File: src/rtl/drr_pkg.sv
package drr_pkg;

  typedef enum logic [2:0] {
    ST_IDLE,
    ST_CSR,
    ST_RASLO,
    ST_PRE,
    ST_SRHOLD,
    ST_SREXIT
  } drr_state_e;

  // Round a nanosecond figure up to whole clock cycles.
  function automatic int unsigned ns_to_cyc(int unsigned ns, int unsigned clk_ns);
    return (ns + clk_ns - 1) / clk_ns;
  endfunction

  // Round down: a refresh period must never be stretched.
  function automatic int unsigned ns_floor_cyc(int unsigned ns, int unsigned clk_ns);
    return ns / clk_ns;
  endfunction

  function automatic int unsigned umax(int unsigned a, int unsigned b);
    return (a > b) ? a : b;
  endfunction

  // True on the final cycle of a phase that lasts lim cycles.
  function automatic logic hit_last(int unsigned cnt, int unsigned lim);
    return (cnt + 1 >= lim);
  endfunction

  // Backlog update: one in per period expiry, one out per served refresh.
  function automatic int unsigned pend_next(int unsigned p, logic up, logic dn);
    return p + (up ? 1 : 0) - (dn ? 1 : 0);
  endfunction

endpackage

File: src/rtl/drr_timer.sv
module drr_timer #(
  parameter int unsigned PAUSE_CYC    = 20000,
  parameter int unsigned INTERVAL_CYC = 1562
) (
  input  logic clk,
  input  logic rst_n,
  input  logic run_en,
  output logic pause_done,
  output logic tick
);
  localparam int unsigned PW = $clog2(PAUSE_CYC + 1);
  localparam int unsigned IW = $clog2(INTERVAL_CYC + 1);

  logic [PW-1:0] p_cnt;
  logic [IW-1:0] i_cnt;

  always_ff @(posedge clk or negedge rst_n) begin
    if (!rst_n) begin
      p_cnt      <= '0;
      pause_done <= 1'b0;
    end else if (!pause_done) begin
      if (drr_pkg::hit_last(32'(p_cnt), PAUSE_CYC)) pause_done <= 1'b1;
      else p_cnt <= p_cnt + PW'(1);
    end
  end

  assign tick = run_en && drr_pkg::hit_last(32'(i_cnt), INTERVAL_CYC);

  always_ff @(posedge clk or negedge rst_n) begin
    if (!rst_n) i_cnt <= '0;
    else if (!run_en || tick) i_cnt <= '0;
    else i_cnt <= i_cnt + IW'(1);
  end

endmodule

File: src/rtl/drr_ledger.sv
module drr_ledger #(
  parameter int unsigned WAKE_CNT = 8,
  parameter int unsigned MAX_PEND = 4
) (
  input  logic clk,
  input  logic rst_n,
  input  logic pause_done,
  input  logic tick,
  input  logic cyc_done,
  output logic need,
  output logic init_done,
  output logic ovf
);
  localparam int unsigned WW = $clog2(WAKE_CNT + 1);
  localparam int unsigned QW = $clog2(MAX_PEND + 1);

  logic [WW-1:0] wake_left;
  logic [QW-1:0] pend;
  logic          dec;
  logic          full;

  assign dec       = cyc_done && (wake_left == '0) && (pend != '0);
  assign full      = (32'(pend) == MAX_PEND);
  assign ovf       = tick && full && !dec;
  assign init_done = pause_done && (wake_left == '0);
  assign need      = pause_done && ((wake_left != '0) || (pend != '0));

  always_ff @(posedge clk or negedge rst_n) begin
    if (!rst_n) begin
      wake_left <= WW'(WAKE_CNT);
      pend      <= '0;
    end else if (ovf) begin
      wake_left <= WW'(WAKE_CNT);
      pend      <= '0;
    end else begin
      if (cyc_done && (wake_left != '0)) wake_left <= wake_left - WW'(1);
      pend <= QW'(drr_pkg::pend_next(32'(pend), tick, dec));
    end
  end

  // backlog never exceeds its limit
  p_pend_cap_r10: assert property (@(posedge clk) disable iff (!rst_n)
    32'(pend) <= MAX_PEND);

  // an overflow withdraws readiness on the next cycle
  p_ovf_rewake_r10: assert property (@(posedge clk) disable iff (!rst_n)
    ovf |=> !init_done);

  // readiness appears only as a completed refresh cycle retires
  p_ready_after_cycle_r2: assert property (@(posedge clk) disable iff (!rst_n)
    $rose(init_done) |-> $past(cyc_done));

endmodule

File: src/rtl/drr_strobe.sv
module drr_strobe #(
  parameter int unsigned T_CSR  = 1,
  parameter int unsigned T_RAS  = 5,
  parameter int unsigned T_CHR  = 1,
  parameter int unsigned T_RP   = 3,
  parameter int unsigned T_RASS = 10000,
  parameter int unsigned T_RPS  = 9
) (
  input  logic clk,
  input  logic rst_n,
  input  logic need,
  input  logic sr_ok,
  input  logic sr_req,
  input  logic bus_gnt,
  output logic ref_req,
  output logic ref_busy,
  output logic cyc_done,
  output logic sr_active,
  output logic ras_n,
  output logic cas_n
);
  import drr_pkg::*;

  localparam int unsigned CMAX = umax(umax(umax(T_CSR, T_RAS), umax(T_RP, T_RPS)), T_RASS);
  localparam int unsigned CW   = $clog2(CMAX + 1);
  localparam int unsigned LW   = $clog2(T_RASS + 1);

  drr_state_e    state;
  logic [CW-1:0] cnt;
  logic          is_sr;
  logic          start;
  logic          cnt_last;
  logic          cas_hold;
  logic          hold_met;
  int unsigned   lim_now;

  always_comb begin
    case (state)
      ST_CSR:    lim_now = T_CSR;
      ST_RASLO:  lim_now = T_RAS;
      ST_PRE:    lim_now = T_RP;
      ST_SREXIT: lim_now = T_RPS;
      default:   lim_now = 1;
    endcase
  end

  assign cnt_last = hit_last(32'(cnt), lim_now);
  assign cas_hold = (32'(cnt) < T_CHR);
  assign hold_met = (32'(cnt) >= T_RASS);

  assign ref_req   = (state == ST_IDLE) && (need || (sr_ok && sr_req));
  assign start     = ref_req && bus_gnt;
  assign ref_busy  = (state != ST_IDLE);
  assign cyc_done  = (state == ST_PRE) && cnt_last;
  assign sr_active = (state == ST_SRHOLD);
  assign ras_n     = !((state == ST_RASLO) || (state == ST_SRHOLD));
  assign cas_n     = !((state == ST_CSR) ||
                       (((state == ST_RASLO) || (state == ST_SRHOLD)) && cas_hold));

  always_ff @(posedge clk or negedge rst_n) begin
    if (!rst_n) begin
      state <= ST_IDLE;
      cnt   <= '0;
      is_sr <= 1'b0;
    end else begin
      case (state)
        ST_IDLE: begin
          if (start) begin
            state <= ST_CSR;
            cnt   <= '0;
            is_sr <= !need;
          end
        end
        ST_CSR: begin
          if (cnt_last) begin
            state <= is_sr ? ST_SRHOLD : ST_RASLO;
            cnt   <= '0;
          end else cnt <= cnt + CW'(1);
        end
        ST_RASLO: begin
          if (cnt_last) begin
            state <= ST_PRE;
            cnt   <= '0;
          end else cnt <= cnt + CW'(1);
        end
        ST_PRE: begin
          if (cnt_last) begin
            state <= ST_IDLE;
            cnt   <= '0;
          end else cnt <= cnt + CW'(1);
        end
        ST_SRHOLD: begin
          if (hold_met && !sr_req) begin
            state <= ST_SREXIT;
            cnt   <= '0;
          end else if (!hold_met) cnt <= cnt + CW'(1);
        end
        ST_SREXIT: begin
          if (cnt_last) begin
            state <= ST_IDLE;
            cnt   <= '0;
          end else cnt <= cnt + CW'(1);
        end
        default: state <= ST_IDLE;
      endcase
    end
  end

  // Checker-side run length of RAS low, independent of the phase counter.
  logic [LW-1:0] lo_len;
  always_ff @(posedge clk or negedge rst_n) begin
    if (!rst_n) lo_len <= '0;
    else if (ras_n) lo_len <= '0;
    else if (32'(lo_len) < T_RASS) lo_len <= lo_len + LW'(1);
  end

  // RAS only falls after CAS was already low
  p_cas_lead_r5: assert property (@(posedge clk) disable iff (!rst_n)
    $fell(ras_n) |-> $past(!cas_n));

  // CAS is released before RAS rises
  p_cas_up_first_r6: assert property (@(posedge clk) disable iff (!rst_n)
    $rose(ras_n) |-> cas_n);

  // taking the strobes follows a granted request
  p_busy_grant_r4: assert property (@(posedge clk) disable iff (!rst_n)
    $rose(ref_busy) |-> $past(ref_req && bus_gnt));

  // strobes rest high when the bus is not owned
  p_idle_high_r4: assert property (@(posedge clk) disable iff (!rst_n)
    !ref_busy |-> (ras_n && cas_n));

  // a retention hold keeps RAS low for its minimum time
  p_sr_len_r8: assert property (@(posedge clk) disable iff (!rst_n)
    ($rose(ras_n) && $past(sr_active)) |-> (32'(lo_len) >= T_RASS));

endmodule

File: src/rtl/drr_sched.sv
module drr_sched #(
  parameter int unsigned CLK_NS       = 10,
  parameter int unsigned PAUSE_CYC    = drr_pkg::ns_to_cyc(200_000, CLK_NS),
  parameter int unsigned WAKE_CNT     = 8,
  parameter int unsigned INTERVAL_CYC = drr_pkg::ns_floor_cyc(15_625, CLK_NS),
  parameter int unsigned MAX_PEND     = 4,
  parameter int unsigned T_CSR        = drr_pkg::ns_to_cyc(5, CLK_NS),
  parameter int unsigned T_RAS        = drr_pkg::ns_to_cyc(50, CLK_NS),
  parameter int unsigned T_CHR        = drr_pkg::ns_to_cyc(10, CLK_NS),
  parameter int unsigned T_RP         = drr_pkg::ns_to_cyc(30, CLK_NS),
  parameter int unsigned T_RASS       = drr_pkg::ns_to_cyc(100_000, CLK_NS),
  parameter int unsigned T_RPS        = drr_pkg::ns_to_cyc(84, CLK_NS)
) (
  input  logic clk,
  input  logic rst_n,
  input  logic bus_gnt,
  input  logic sr_req,
  output logic ref_req,
  output logic ref_busy,
  output logic init_done,
  output logic sr_active,
  output logic ovf,
  output logic ras_n,
  output logic cas_n
);
  logic pause_done;
  logic tick;
  logic need;
  logic cyc_done;
  logic run_en;

  assign run_en = init_done && !sr_active;

  drr_timer #(
    .PAUSE_CYC   (PAUSE_CYC),
    .INTERVAL_CYC(INTERVAL_CYC)
  ) u_timer (
    .clk       (clk),
    .rst_n     (rst_n),
    .run_en    (run_en),
    .pause_done(pause_done),
    .tick      (tick)
  );

  drr_ledger #(
    .WAKE_CNT(WAKE_CNT),
    .MAX_PEND(MAX_PEND)
  ) u_ledger (
    .clk       (clk),
    .rst_n     (rst_n),
    .pause_done(pause_done),
    .tick      (tick),
    .cyc_done  (cyc_done),
    .need      (need),
    .init_done (init_done),
    .ovf       (ovf)
  );

  drr_strobe #(
    .T_CSR (T_CSR),
    .T_RAS (T_RAS),
    .T_CHR (T_CHR),
    .T_RP  (T_RP),
    .T_RASS(T_RASS),
    .T_RPS (T_RPS)
  ) u_strobe (
    .clk      (clk),
    .rst_n    (rst_n),
    .need     (need),
    .sr_ok    (init_done),
    .sr_req   (sr_req),
    .bus_gnt  (bus_gnt),
    .ref_req  (ref_req),
    .ref_busy (ref_busy),
    .cyc_done (cyc_done),
    .sr_active(sr_active),
    .ras_n    (ras_n),
    .cas_n    (cas_n)
  );

  // nothing is requested or driven during the power-up pause
  p_quiet_pause_r1: assert property (@(posedge clk) disable iff (!rst_n)
    !pause_done |-> (!ref_req && !ref_busy && !init_done));

endmodule

File: config.mk
export PLATFORM = sky130hd
export DESIGN_NAME = drr_sched
export DESIGN_NICKNAME = d
export VERILOG_FILES = /design/src/rtl/drr_pkg.sv /design/src/rtl/drr_timer.sv /design/src/rtl/drr_ledger.sv /design/src/rtl/drr_strobe.sv /design/src/rtl/drr_sched.sv
export SDC_FILE = /design/constraint.sdc
export NUM_CORES = 1
export LEC_CHECK = 0
export BUFFER_PORTS_ARGS = -buffer_cell sky130_fd_sc_hd__buf_2
export CAP_MARGIN = 0
export CORE_UTILIZATION = 65
export CTS_BUF_LIST = sky130_fd_sc_hd__clkbuf_8
export DETAILED_ROUTE_END_ITERATION = 12
export PLACE_DENSITY = 0.83
export SLEW_MARGIN = 20
export SYNTH_ARGS = -nofsm -noshare
export SYNTH_HDL_FRONTEND = slang
export SYNTH_SLANG_ARGS = --single-unit
File: constraint.sdc
create_clock -name clk -period 4.1 [get_ports clk]
set_input_delay 0.41 -clock clk [delete_from_list [all_inputs] [get_ports clk]]
set_output_delay 0.41 -clock clk [all_outputs]
set_load 0.01 [all_outputs]
==> results of run 1 <==
[registers in the layout, indices dropped and copies added (netlist names)]
signal              count
u_strobe.is_sr          1
u_timer.p_cnt          15
u_ledger.pend           3
u_timer.i_cnt          11
u_strobe.cnt           14
u_ledger.wake_left      4
u_timer.pause_done      1
u_strobe.state          3
[worst max-delay path by stage]
stage,slack [ns],start,to
floorplan,0.61,u_strobe.state[1]$_DFFE_PN0P_,u_ledger.pend[2]$_DFF_PN0_
CTS,0.35,u_strobe.state[2]$_DFFE_PN0P_,ovf
global route,0.16,u_strobe.state[2]$_DFFE_PN0P_,ovf
global placement,0.64,u_strobe.state[2]$_DFFE_PN0P_,u_ledger.pend[2]$_DFF_PN0_
finish,0.34,u_strobe.state[2]$_DFFE_PN0P_,ovf
detailed placement,0.53,u_strobe.state[2]$_DFFE_PN0P_,u_ledger.pend[2]$_DFF_PN0_
[per-layer routing]
metal  routed length (µm)  GRT usage (%)  vias to the layer above
met5                    0              0                        -
met4                  137           9.47                        0
met3                  337           4.23                       16
met2                 3300           41.9                       87
met1                 3440           38.9                     1405
li1                     -              -                     1419
[layout make-up]
class                   count  area share (%)
flip-flops and latches     52            35.7
repair buffers             13            1.99
clock buffers               6            2.26
inverters                  20            2.06
well taps                  70            2.40
clock inverters             2           0.411
multi-input cells         296            55.2
[placed cells by master, fill, tap and decap left out, types with 3 or more instances in the layout]
cell                       netlist  layout
sky130_fd_sc_hd__nor3_1         16      16
sky130_fd_sc_hd__or4_1           4       4
sky130_fd_sc_hd__nand2b_1        6       6
sky130_fd_sc_hd__dfrtp_1        51      51
sky130_fd_sc_hd__nand3_1        16      16
sky130_fd_sc_hd__o22ai_1         4       4
sky130_fd_sc_hd__nand4_1        10      10
sky130_fd_sc_hd__nor4_1          6       6
sky130_fd_sc_hd__nand2_1        34      34
sky130_fd_sc_hd__buf_4           2       3
sky130_fd_sc_hd__or3_1           6       6
sky130_fd_sc_hd__clkbuf_8        0       6
sky130_fd_sc_hd__a211oi_1        3       3
sky130_fd_sc_hd__nor2_1         38      38
sky130_fd_sc_hd__inv_1          20      20
sky130_fd_sc_hd__a31oi_1         5       5
sky130_fd_sc_hd__nor2_2          3       3
sky130_fd_sc_hd__a21oi_1        12      12
sky130_fd_sc_hd__nor3b_1         3       3
sky130_fd_sc_hd__ha_1           11      11
sky130_fd_sc_hd__xor2_1         10      10
sky130_fd_sc_hd__o221ai_1        9       9
sky130_fd_sc_hd__o21ai_0        13      13
sky130_fd_sc_hd__nor2b_1         6       6
sky130_fd_sc_hd__and4_1          4       4
sky130_fd_sc_hd__buf_2           7      10
sky130_fd_sc_hd__xnor2_1        18      18
sky130_fd_sc_hd__o31ai_2         7       7
sky130_fd_sc_hd__a211o_1         4       4
[where the power goes]
group          switching (mW)  internal, mW  leakage, nW
registers                   0         0.512        0.635
logic                  0.0108       0.00190        0.840
clock network           0.172         0.137       0.0434
[worst max-delay path, stage by stage, from the launching register on]
cell and delay (ns):
sky130_fd_sc_hd__dfrtp_1 0.51, sky130_fd_sc_hd__nand2b_1 0.32, sky130_fd_sc_hd__nor2_1 0.22, sky130_fd_sc_hd__inv_1 0.07, sky130_fd_sc_hd__ha_1 0.19, sky130_fd_sc_hd__a221oi_1 0.20, sky130_fd_sc_hd__o2111ai_1 0.24, sky130_fd_sc_hd__o41ai_4 0.42
sky130_fd_sc_hd__buf_4 0.21, sky130_fd_sc_hd__nor2_2 0.07, sky130_fd_sc_hd__a211oi_4 0.39, sky130_fd_sc_hd__buf_2 0.20
[through the flow]
| stage | utilization, % | total power [mW] | hold slack [ns] |
|---|---|---|---|
| 2_1_floorplan | - | 0.523 | 0.114 |
| 3_3_place_gp | 68.7 | 0.536 | 0.499 |
| 3_5_place_dp | 68.7 | 0.536 | 0.517 |
| 4_1_cts | 70.6 | 0.844 | 0.231 |
| 5_1_grt | 70.6 | 0.859 | 0.280 |
| 6_report | 70.6 | 0.834 | 0.186 |
[cells by family (layout without fill, tap and decap cells)]
family / Yosys count / in the layout
AOI/OAI and AO/OA: 86 / 86
xor gates and xnor gates: 28 / 28
adders and majority gates: 12 / 12
buffers and inverters: 42 / 41
DFF: 52 / 52
muxes: 3 / 3
and+or+nand+nor: 167 / 167
==> implementation parameters, run 1 <==
Parameter                              Value

Clocking
  TritonCTS Buffers ... 5
  Max Buffers Root-to-Sink ... 2
  Post_cts resized ... 0
  TritonCTS clock tree ... done
  Postcts setup bufs ... 0
  Hold Buf Count CTS ... 0
  Buffer cell driving the clock tree root ... sky130_fd_sc_hd__clkbuf_8
  Clock slew seen by the registers of the worst setup and hold paths ... 0.10 ns
  Clock insertion delay at the later pin of the skew report ... about 0.31 ns
  H-tree lvl count ... 2
  Clock Sink Count ... 52

Yosys
  Dominant combinational cell family by area after synthesis ... simple AND/OR/NAND/NOR gates
  Ys async rst share ... 100%
  Area share of the leading cell type in the synthesized netlist ... 36.3%
  Area share of xor/xnor cells in the synthesized design ... 6.98%
  Total of flip-flops plus latches after synthesis ... 52
  Leading register cell type out of synthesis ... sky130_fd_sc_hd__dfrtp_1
  Most numerous cell types in the synthesized netlist ... sky130_fd_sc_hd__dfrtp_1 (51), sky130_fd_sc_hd__nor2_1 (38), sky130_fd_sc_hd__nand2_1 (34)
  Cell types with the largest area share after synthesis ... sky130_fd_sc_hd__dfrtp_1 (36%), sky130_fd_sc_hd__xnor2_1 (4.5%), sky130_fd_sc_hd__nor2_1 (4.1%), sky130_fd_sc_hd__ha_1 (3.9%), sky130_fd_sc_hd__nand2_1 (3.6%)
  Compound-cell area share of the yosys netlist ... 20.2%
  Multiplexer area fraction after synthesis ... 0.926%
  Number of cells produced by synthesis ... 390
  Post-Synth Simple-Gate Area ... 24.7%
  Syn_area_per_cell ... 9.01 µm²
  Netlist cell types ... just under 70
  Warning count from the yosys run ... 0
  Sequential cell area fraction in the yosys report ... 37.1%
  Mapped Nets ... just over 400
  Most numerous cell in the Yosys netlist ... sky130_fd_sc_hd__dfrtp_1
  Post-synthesis instance area ... ~3500 µm²
  Library cell with the largest summed area after synthesis ... sky130_fd_sc_hd__dfrtp_1
  Post-synthesis adder-cell area fraction ... 4.49%
  Post-synth EDFFs ... 0

Routing
  Detailed Routing Iterations Pass 1 ... 5
  Overall via count from detail_route ... between 2000 and 3000
  Detailed-route DRC error count ... 0
  Vias/cell ... 6.38
  Routed WL per cell ... 15.7 µm
  Number of DRC markers after the initial detailed-route iteration ... around 190
  Count of nets left with antenna violations after detail routing ... 0
  Detailed-route wire length ... just over 7 mm

Flow run
  Max Cap Viol ... 0

Place
  Cell Area, Placed ... around 3600 µm²
  Final GP Congestion ... between 0.9 and 1
  Pre-CTS setup slack ... 0.525 ns
  IO buf count ... 10
  Inst Count DP ... between 400 and 500
  Detailed placer's ending HPWL ... 5.10 mm

Power and ir drop
  Leakage dissipation ... 1.52 nW
  Pwr dens ... 228 nW/µm²
  Maximum vdd ir drop ... 0.197 mV

Die
  I/O pins ... 11
  Initial standard-cell utilization of the core ... 67.9%
  Core area ... 5170 µm²
  Die X ... about 76 µm
  Die height ... approximately 76 µm
  Overall die area ... 5710 µm²
  Number of placement rows ... 26

STA
  Setup_tns ... 0 ns
  Measured slew at the worst slew-check pin ... 0.721 ns
  Peak clock frequency supported by timing ... 266 MHz
  Final setup vio count ... 0
  Min Clock Period, post-route ... 3.76 ns
  Unrepaired setup endpoints after global routing ... no
  Worst clock skew on the final layout ... 0.00970 ns
  Max-slew headroom at the worst pin ... about 52%
  Final Hold Fails ... 0
  Final clock period utilization by the worst path ... 91.6%
  Worst setup margin ... between 0.3 and 0.4 ns
  Number of pins exceeding their max-slew limit in the final report ... 0

Global routing
  Total routing usage reported by global routing ... 27.1%
  First-pass GRT wire length ... 11.7 mm
  Via count of the first global-routing pass ... ~2500
  Largest net degree at the start of global routing ... between 50 and 60
  Number of antenna violations at the first check in global routing ... 0
  GRT overflow ... 0

Outcome
  Outcome ... finished clean

Final layout
  Final #Nets ... 404
  Post-route cell area ... about 3700 µm²
  Layout area overhead ... 3.88%
  N_diodes ... 0
  FF+latch area ... between 1000 and 1500 µm²
  Multi-input logic area ... between 2000 and 2500 µm²
  Number of filler cells placed in the layout ... 390
  Layout cells sized above 1 ... 11.8%
  Post-route insts no fill ... around 460

Critical path
  Reg2reg start ... u_strobe.state[2]$_DFFE_PN0P_
  Endpoint of the lowest-slack register-to-register path ... u_ledger.pend[2]$_DFF_PN0_
  Crit path DAT ... 3.35 ns
  Start-to-end type of the worst setup path ... reg2out
  Worst Reg-to-Reg Cells ... 16
  Crit path capture type ... primary output
  Startpoint class of the critical path ... flip-flop
  Worst R2R Setup Slack ... 0.50 ns
  Data required, critical path ... 3.69 ns
  Top fanout value on the critical path ... 14

Hold path
  Path type of the worst min-delay path ... in2async
Power figures use the tool's default switching activity.
==> inputs of run 2 (changes only) <==
- CORE_MARGIN: unset -> 2
==> run 2 against run 1 <==
Net effect:
- first-iteration DRC count up 25%
- maximum frequency up 0.27%
- worst setup slack better by 0.010 ns
- sequential cell count unchanged
- final cell count unchanged
- power down 1.7%
- count of clock-buffer cells in the layout down 1
- combinational power about the same
- sequential power about the same
- register-to-register slack about the same
- via count down 2.4%
- core utilization down 0.19 points
==> implementation parameters, run 2 (synthesis gave the netlist of run 1 again) <==
Parameter                              Value

Place
  Detailed placer's ending HPWL ... 4.96 mm (-2.7%)
  Final GP Congestion ... 0.890 (-5.8%)
  IO buf count ... 10 (unchanged)
  Cell Area, Placed ... 3550 µm² (unchanged)

Final layout
  Number of filler cells placed in the layout ... 391 (+0.26%)
  Layout area overhead ... 3.60%
  N_diodes ... 0 (unchanged)
  Flip-flop count of the largest register, all copies and words added ... 15 (unchanged)
  FF+latch area ... 1300 µm² (unchanged)
  Most common cell after layout, fill and taps aside ... sky130_fd_sc_hd__dfrtp_1
  Top library cells by usage in the layout, fill and taps aside ... sky130_fd_sc_hd__dfrtp_1 (51), sky130_fd_sc_hd__nor2_1 (38), sky130_fd_sc_hd__nand2_1 (34), sky130_fd_sc_hd__inv_1 (20), sky130_fd_sc_hd__xnor2_1 (18)
  Multi-input logic area ... 2020 µm² (unchanged)
  Biggest registers after layout ... u_timer.p_cnt: 15 flops, u_strobe.cnt: 14 flops, u_timer.i_cnt: 11 flops
  Post-route cell area ... 3640 µm² (-0.27%)
  Final #Nets ... 404 (unchanged)
  Layout cells sized above 1 ... 11.8% (unchanged)
  Top register by number of flip-flops ... u_timer.p_cnt

STA
  Min Clock Period, post-route ... 3.75 ns (-0.0103 ns)
  Unrepaired setup endpoints after global routing ... no
  Setup_tns ... 0 ns (unchanged)
  Max-slew headroom at the worst pin ... 55.9% (+4.0 points)
  Worst clock skew on the final layout ... 0.00382 ns (-0.00588 ns)
  Final setup vio count ... 0 (unchanged)
  Final clock period utilization by the worst path ... 91.4% (-0.25 points)
  Measured slew at the worst slew-check pin ... 0.661 ns (-0.0595 ns)
  Number of pins exceeding their max-slew limit in the final report ... 0 (unchanged)
  Final Hold Fails ... 0 (unchanged)
  Peak clock frequency supported by timing ... 267 MHz (+0.27%)

Critical path
  Data required, critical path ... 3.69 ns (about the same)
  Worst Reg-to-Reg Cells ... 16 (unchanged)
  Endpoint of the lowest-slack register-to-register path ... u_ledger.pend[2]$_DFF_PN0_
  Top fanout value on the critical path ... 14 (unchanged)
  Startpoint class of the critical path ... flip-flop
  Slowest Stage Delay on Critical Path ... 0.51 ns (about the same)
  Start-to-end type of the worst setup path ... reg2out
  End point of the critical path ... ovf
  Worst R2R Setup Slack ... 0.50 ns (about the same)
  Crit path capture type ... primary output
  Launch point of the worst path ... u_strobe.state[2]$_DFFE_PN0P_
  CP max-delay cell ... sky130_fd_sc_hd__dfrtp_1
  Crit path DAT ... 3.34 ns (about the same)
  Crit path cell chain ... nand2b_1 -> nor2_1 -> inv_1 -> ha_1 -> a221oi_1 -> o2111ai_1 -> o41ai_4 -> buf_4 -> nor2_2 -> a211oi_4 -> buf_2
  Reg2reg start ... u_strobe.state[2]$_DFFE_PN0P_

Die
  Initial standard-cell utilization of the core ... 67.9% (unchanged)
  Die X ... 77.5 µm (+2.6%)
  Number of placement rows ... 26 (unchanged)
  Core area ... 5170 µm² (unchanged)
  Overall die area ... 6010 µm² (+5.4%)
  I/O pins ... 11 (unchanged)
  Die height ... 77.5 µm (+2.6%)

Power and ir drop
  Leakage dissipation ... 1.52 nW (+0.29%)
  Maximum vdd ir drop ... 0.177 mV (-10%)
  Pwr dens ... 225 nW/µm² (-1.4%)

Clocking
  Max Buffers Root-to-Sink ... 2 (unchanged)
  Postcts setup bufs ... 0 (unchanged)
  TritonCTS clock tree ... done
  Clock insertion delay at the later pin of the skew report ... 0.31 ns (about the same)
  Post_cts resized ... 0 (unchanged)
  Buffer cell driving the clock tree root ... sky130_fd_sc_hd__clkbuf_8
  H-tree lvl count ... 2 (unchanged)
  Clock Sink Count ... 52 (unchanged)
  Hold Buf Count CTS ... 0 (unchanged)
  Clock slew seen by the registers of the worst setup and hold paths ... 0.10 ns (about the same)
  TritonCTS Buffers ... 5 (unchanged)

Routing
  Detailed-route DRC error count ... 0 (unchanged)
  Overall via count from detail_route ... 2858 (-2.4%)
  Detailed-route wire length ... 6.97 mm (-3.4%)
  Number of DRC markers after the initial detailed-route iteration ... 239 (+25%)
  Routed WL per cell ... 15.2 µm (-3.4%)
  Vias/cell ... 6.23 (-2.4%)
  Count of nets left with antenna violations after detail routing ... 0 (unchanged)
  Detailed Routing Iterations Pass 1 ... 4 (-1)

Global routing
  GRT overflow ... 0 (unchanged)
  Via count of the first global-routing pass ... 2759 (+8.4%)
  First-pass GRT wire length ... 12.5 mm (+6.5%)
  Number of antenna violations at the first check in global routing ... 0 (unchanged)
  Largest net degree at the start of global routing ... 53 (unchanged)
  Total routing usage reported by global routing ... 25.4% (-1.7 points)

Hold path
  Path type of the worst min-delay path ... in2async

Outcome
  Outcome ... finished clean

Flow run
  Max Cap Viol ... 0 (unchanged)
## run 2: changes by cell type in the layout (fill, tap and decap cells not counted), sizes merged
cell,before,now
clkinvlp,2,0
clkinv,0,3
clkbuf,6,5
## run 2: critical path: cells and delay by family, from the launching register on
| family | cells | cell delay (ns) |
|---|---|---|
| adder cells (fa/ha/maj) | 1 | 0.19 |
| flip-flops | 1 | 0.51 |
| AND/OR/NAND/NOR | 3 | 0.60 |
| buffers and inverters | 3 | 0.47 |
| AO/OA/AOI/OAI | 4 | 1.24 |
## run 2: how the worst min path moves through the flow
stage / from / to / slack (ns) / cells after the start
finish: rst_n / u_strobe.cnt[6]$_DFFE_PN0P_ / 0.21 / 2
global route: rst_n / u_timer.i_cnt[6]$_DFF_PN0_ / 0.29 / 2
CTS: rst_n / u_strobe.cnt[5]$_DFFE_PN0P_ / 0.23 / 2
detailed placement: u_timer.p_cnt[12]$_DFFE_PN0P_ / u_timer.p_cnt[12]$_DFFE_PN0P_ / 0.51 / 1
global placement: u_timer.p_cnt[3]$_DFFE_PN0P_ / u_timer.p_cnt[3]$_DFFE_PN0P_ / 0.50 / 1
floorplan: rst_n / u_ledger.pend[0]$_DFF_PN0_ / 0.11 / 0
## run 2: per-layer routing
| metal | global-route usage, % | wire length (µm) | vias up |
|---|---|---|---|
| met2 | 40.4 | 3220 | 56 |
| met3 | 2.79 | 251 | 7 |
| li1 | - | - | 1427 |
| met4 | 10.4 | 85 | 0 |
| met5 | 0 | 0 | - |
| met1 | 35.5 | 3420 | 1368 |
## run 2: cell type report
cell class | instances | share of cell area (%)
clock buffers | 5 | 1.89
clock inverters | 3 | 0.515
inverters | 20 | 2.06
multi-input cells | 296 | 55.4
flip-flops and latches | 52 | 35.8
well taps | 70 | 2.41
repair buffers | 13 | 1.99
## run 2: stage by stage
stage	utilization [%]	cells	hold slack, ns	power, mW	setup WS [ns]
floorplan	-	390	0.114	0.523	0.607
global placement	68.7	451	0.501	0.536	0.687
detailed placement	68.7	451	0.510	0.536	0.535
CTS	70.4	459	0.235	0.828	0.358
global route	70.4	459	0.287	0.847	0.0579
finish	70.4	459	0.206	0.820	0.355
## run 2: report_power, final
group / switching, mW / internal [mW] / leakage (nW)
clock: 0.175 / 0.119 / 0.0479
sequential: 0 / 0.512 / 0.635
combinational: 0.0107 / 0.00189 / 0.840
total: 0.186 / 0.634 / 1.52
==> inputs of run 3 (changes only) <==
- ABC_AREA: unset -> 1
==> run 3 against run 2 <==
Net effect:
- critical path depth grew 6
- largest cell class unchanged
- worst hold slack lost 0.13 ns
- critical path type is now reg2reg
- maximum frequency grew 24%
==> implementation parameters, run 3 <==
Parameter                              Value

Outcome
  Outcome ... finished clean

Clocking
  Clock Sink Count ... 52 (unchanged)
  Hold Buf Count CTS ... 0 (unchanged)
  Postcts setup bufs ... 0 (unchanged)
  Clock slew seen by the registers of the worst setup and hold paths ... 0.10 ns (about the same)
  Buffer cell driving the clock tree root ... sky130_fd_sc_hd__clkbuf_8
  H-tree lvl count ... 2 (unchanged)
  TritonCTS clock tree ... done
  TritonCTS Buffers ... 5 (unchanged)
  Post_cts resized ... 0 (unchanged)
  Clock insertion delay at the later pin of the skew report ... 0.31 ns (about the same)
  Max Buffers Root-to-Sink ... 2 (unchanged)

STA
  Unrepaired setup endpoints after global routing ... no
  Final setup vio count ... 0 (unchanged)
  Peak clock frequency supported by timing ... 331 MHz (+24%)
  Final clock period utilization by the worst path ... 73.6% (-18 points)
  Worst clock skew on the final layout ... 0.00762 ns (+0.00380 ns)
  Min Clock Period, post-route ... 3.02 ns (-0.726 ns)
  Max-slew headroom at the worst pin ... 62.8% (+6.9 points)
  Final Hold Fails ... 0 (unchanged)
  Setup_tns ... 0 ns (unchanged)
  Number of pins exceeding their max-slew limit in the final report ... 0 (unchanged)
  Measured slew at the worst slew-check pin ... 0.558 ns (-0.103 ns)

Final layout
  Top library cells by usage in the layout, fill and taps aside ... sky130_fd_sc_hd__nand2_1 (162), sky130_fd_sc_hd__inv_1 (79), sky130_fd_sc_hd__nor2_1 (62), sky130_fd_sc_hd__nand3_1 (52), sky130_fd_sc_hd__dfrtp_1 (51)
  Layout area overhead ... 5.49%
  Flip-flop count of the largest register, all copies and words added ... 15 (unchanged)
  N_diodes ... 0 (unchanged)
  Number of filler cells placed in the layout ... 466 (+19%)
  Layout cells sized above 1 ... 6.92% (-4.9 points)
  Biggest registers after layout ... u_timer.p_cnt: 15 flops, u_strobe.cnt: 14 flops, u_timer.i_cnt: 11 flops
  Top register by number of flip-flops ... u_timer.p_cnt
  Most common cell after layout, fill and taps aside ... sky130_fd_sc_hd__nand2_1
  Fin util ... 70.2% (-0.16 points)
  Final #Nets ... 564 (+40%)
  Post-route insts no fill ... 621 (+35%)

Die
  Number of placement rows ... 27 (+3.8%)
  Initial standard-cell utilization of the core ... 66.6% (-1.4 points)
  I/O pins ... 11 (unchanged)
  Core area ... 5440 µm² (+5.2%)
  Overall die area ... 6180 µm² (+2.9%)
  Die X ... 78.6 µm (+1.4%)
  Die height ... 78.6 µm (+1.4%)

Power and ir drop
  Reported net switching power ... 0.184 mW (-1.2%)
  Pwr dens ... 219 nW/µm² (-2.9%)
  Combinational power share ... 1.5% (about the same)
  Clock Power Share ... 37.1% (+1.1 points)
  P_int ... 0.651 mW (+2.8%)
  Leakage dissipation ... 2.02 nW (+33%)
  Switching part of the total ... 22.0% (-0.68 points)
  Power share of the sequential group ... 61.4% (-1.1 points)
  Maximum vdd ir drop ... 0.189 mV (+6.8%)

Place
  Detailed placer's ending HPWL ... 6.06 mm (+22%)
  Inst Count DP ... 613 (+36%)
  IO buf count ... 10 (unchanged)
  Final GP Congestion ... 1.01 (+14%)

Global routing
  First-pass GRT wire length ... 14.2 mm (+14%)
  GRT overflow ... 0 (unchanged)
  Via count of the first global-routing pass ... 3251 (+18%)
  Largest net degree at the start of global routing ... 30 (-43%)
  Number of antenna violations at the first check in global routing ... 0 (unchanged)
  Total routing usage reported by global routing ... 28.3% (+2.9 points)

Critical path
  Crit path DAT ... 3.21 ns (-0.13 ns)
  Crit path capture type ... flip-flop
  Worst Reg-to-Reg Cells ... 17 (+1)
  Launch point of the worst path ... u_strobe.cnt[2]$_DFFE_PN0P_
  Instance count on the critical path ... 17 (+6)
  CP max-delay cell ... sky130_fd_sc_hd__dfrtp_1
  Start-to-end type of the worst setup path ... reg2reg
  Reg2reg start ... u_strobe.cnt[2]$_DFFE_PN0P_
  Crit path cell chain ... nand3_1 -> xor2_1 -> ha_1 -> o21bai_1 -> nor2_1 -> nand3_1 -> nor2_1 -> nand2_1 -> nor2_2 -> nor3_1 -> ha_1 -> inv_1 -> ha_1 -> inv_1 -> fa_1 -> xor2_1 -> nor2_1
  Top fanout value on the critical path ... 8 (-6)
  Number of buffers and inverters on the critical path ... 2 (-1)
  Slowest Stage Delay on Critical Path ... 0.49 ns (-0.02 ns)
  Endpoint of the lowest-slack register-to-register path ... u_ledger.pend[2]$_DFF_PN0_
  Startpoint class of the critical path ... flip-flop
  End point of the critical path ... u_ledger.pend[2]$_DFF_PN0_
  Cell class contributing the biggest share of worst-path delay ... adder cells
  Data required, critical path ... 4.29 ns (+0.60 ns)
  Worst R2R Setup Slack ... 1.08 ns (+0.58 ns)

Routing
  Detailed-route wire length ... 8.14 mm (+17%)
  Detailed Routing Iterations Pass 1 ... 5 (+1)
  Number of DRC markers after the initial detailed-route iteration ... 304 (+27%)
  Vias/cell ... 5.53 (-11%)
  Overall via count from detail_route ... 3435 (+20%)
  Count of nets left with antenna violations after detail routing ... 0 (unchanged)
  Detailed-route DRC error count ... 0 (unchanged)
  Routed WL per cell ... 13.1 µm (-14%)

Yosys
  Total of flip-flops plus latches after synthesis ... 52 (unchanged)
  Leading register cell type out of synthesis ... sky130_fd_sc_hd__dfrtp_1
  Sequential cell area fraction in the yosys report ... 36.0% (-1.1 points)
  Post-synth EDFFs ... 0 (unchanged)
  Most numerous cell in the Yosys netlist ... sky130_fd_sc_hd__nand2_1
  Warning count from the yosys run ... 0 (unchanged)
  Ys async rst share ... 100% (unchanged)
  Netlist cell types ... 32 (-54%)
  Most numerous cell types in the synthesized netlist ... sky130_fd_sc_hd__nand2_1 (162), sky130_fd_sc_hd__inv_1 (79), sky130_fd_sc_hd__nor2_1 (62)
  Area share of the leading cell type in the synthesized netlist ... 35.2% (-1.1 points)
  Number of cells produced by synthesis ... 538 (+38%)
  Cell types with the largest area share after synthesis ... sky130_fd_sc_hd__dfrtp_1 (35%), sky130_fd_sc_hd__nand2_1 (17%), sky130_fd_sc_hd__inv_1 (8.2%), sky130_fd_sc_hd__nand3_1 (7.2%), sky130_fd_sc_hd__nor2_1 (6.4%)
  Syn_area_per_cell ... 6.73 µm² (-25%)
  Library cell with the largest summed area after synthesis ... sky130_fd_sc_hd__dfrtp_1
  Mapped Nets ... 554 (+36%)
  Post-synthesis instance area ... 3620 µm² (+3.0%)

Hold path
  Path type of the worst min-delay path ... in2async

Flow run
  Max Cap Viol ... 0 (unchanged)
-- run 3: per-layer routing --
| layer | up-vias | GRT usage, % | part of all wire [%] |
|---|---|---|---|
| met5 | - | 0 | 0 |
| met4 | 0 | 6.32 | 0.93 |
| met1 | 1561 | 38.9 | 47 |
| met2 | 110 | 47.1 | 46 |
| li1 | 1749 | - | - |
| met3 | 15 | 4.60 | 5.1 |
-- run 3: cell type report --
class	instances	area, µm²	area share (%)
clock inverter	2	15.0	0.393
multi-input combinational	396	1960	51.3
timing repair buffer	12	65.1	1.70
inverter	81	304	7.96
tap	72	90.1	2.36
sequential	52	1300	34.1
clock buffer	6	82.6	2.16
-- run 3: per-stage QoR --
stage | setup slack (ns) | hold WS, ns | cell area [µm²] | power [mW]
floorplan | 1.33 | 0.114 | 3620 | 0.524
global placement | 1.21 | 0.431 | 3720 | 0.536
detailed placement | 1.10 | 0.437 | 3720 | 0.536
CTS | 1.09 | 0.0999 | 3820 | 0.843
global route | 0.816 | 0.132 | 3820 | 0.858
finish | 1.08 | 0.0770 | 3820 | 0.835
-- run 3: worst min-delay path by stage --
stage,start,end,slack [ns]
floorplan,rst_n,u_ledger.pend[0]$_DFF_PN0_,0.11
global placement,rst_n,u_strobe.cnt[12]$_DFFE_PN0P_,0.43
detailed placement,rst_n,u_strobe.cnt[12]$_DFFE_PN0P_,0.44
CTS,rst_n,u_strobe.cnt[12]$_DFFE_PN0P_,0.1
global route,rst_n,u_strobe.cnt[9]$_DFFE_PN0P_,0.13
finish,rst_n,u_strobe.cnt[12]$_DFFE_PN0P_,0.08
-- run 3: logic make-up (layout without fill, tap and decap cells) --
family	after synthesis	in the layout	synth area share, %
buf+inv	90	101	9.88
compound gates	37	37	5.53
xor+xnor	12	12	2.90
fa+ha+maj	12	12	4.35
simple gates	335	335	41.4
flops	52	52	36.0
-- run 3: power groups by stage --
stage          sequential, mW  clock (mW)  combinational [mW]
2_1_floorplan           0.523           0            0.000779
3_3_place_gp            0.523           0              0.0135
3_5_place_dp            0.523           0              0.0137
4_1_cts                 0.512       0.316              0.0137
5_1_grt                 0.513       0.330              0.0155
6_report                0.512       0.310              0.0127
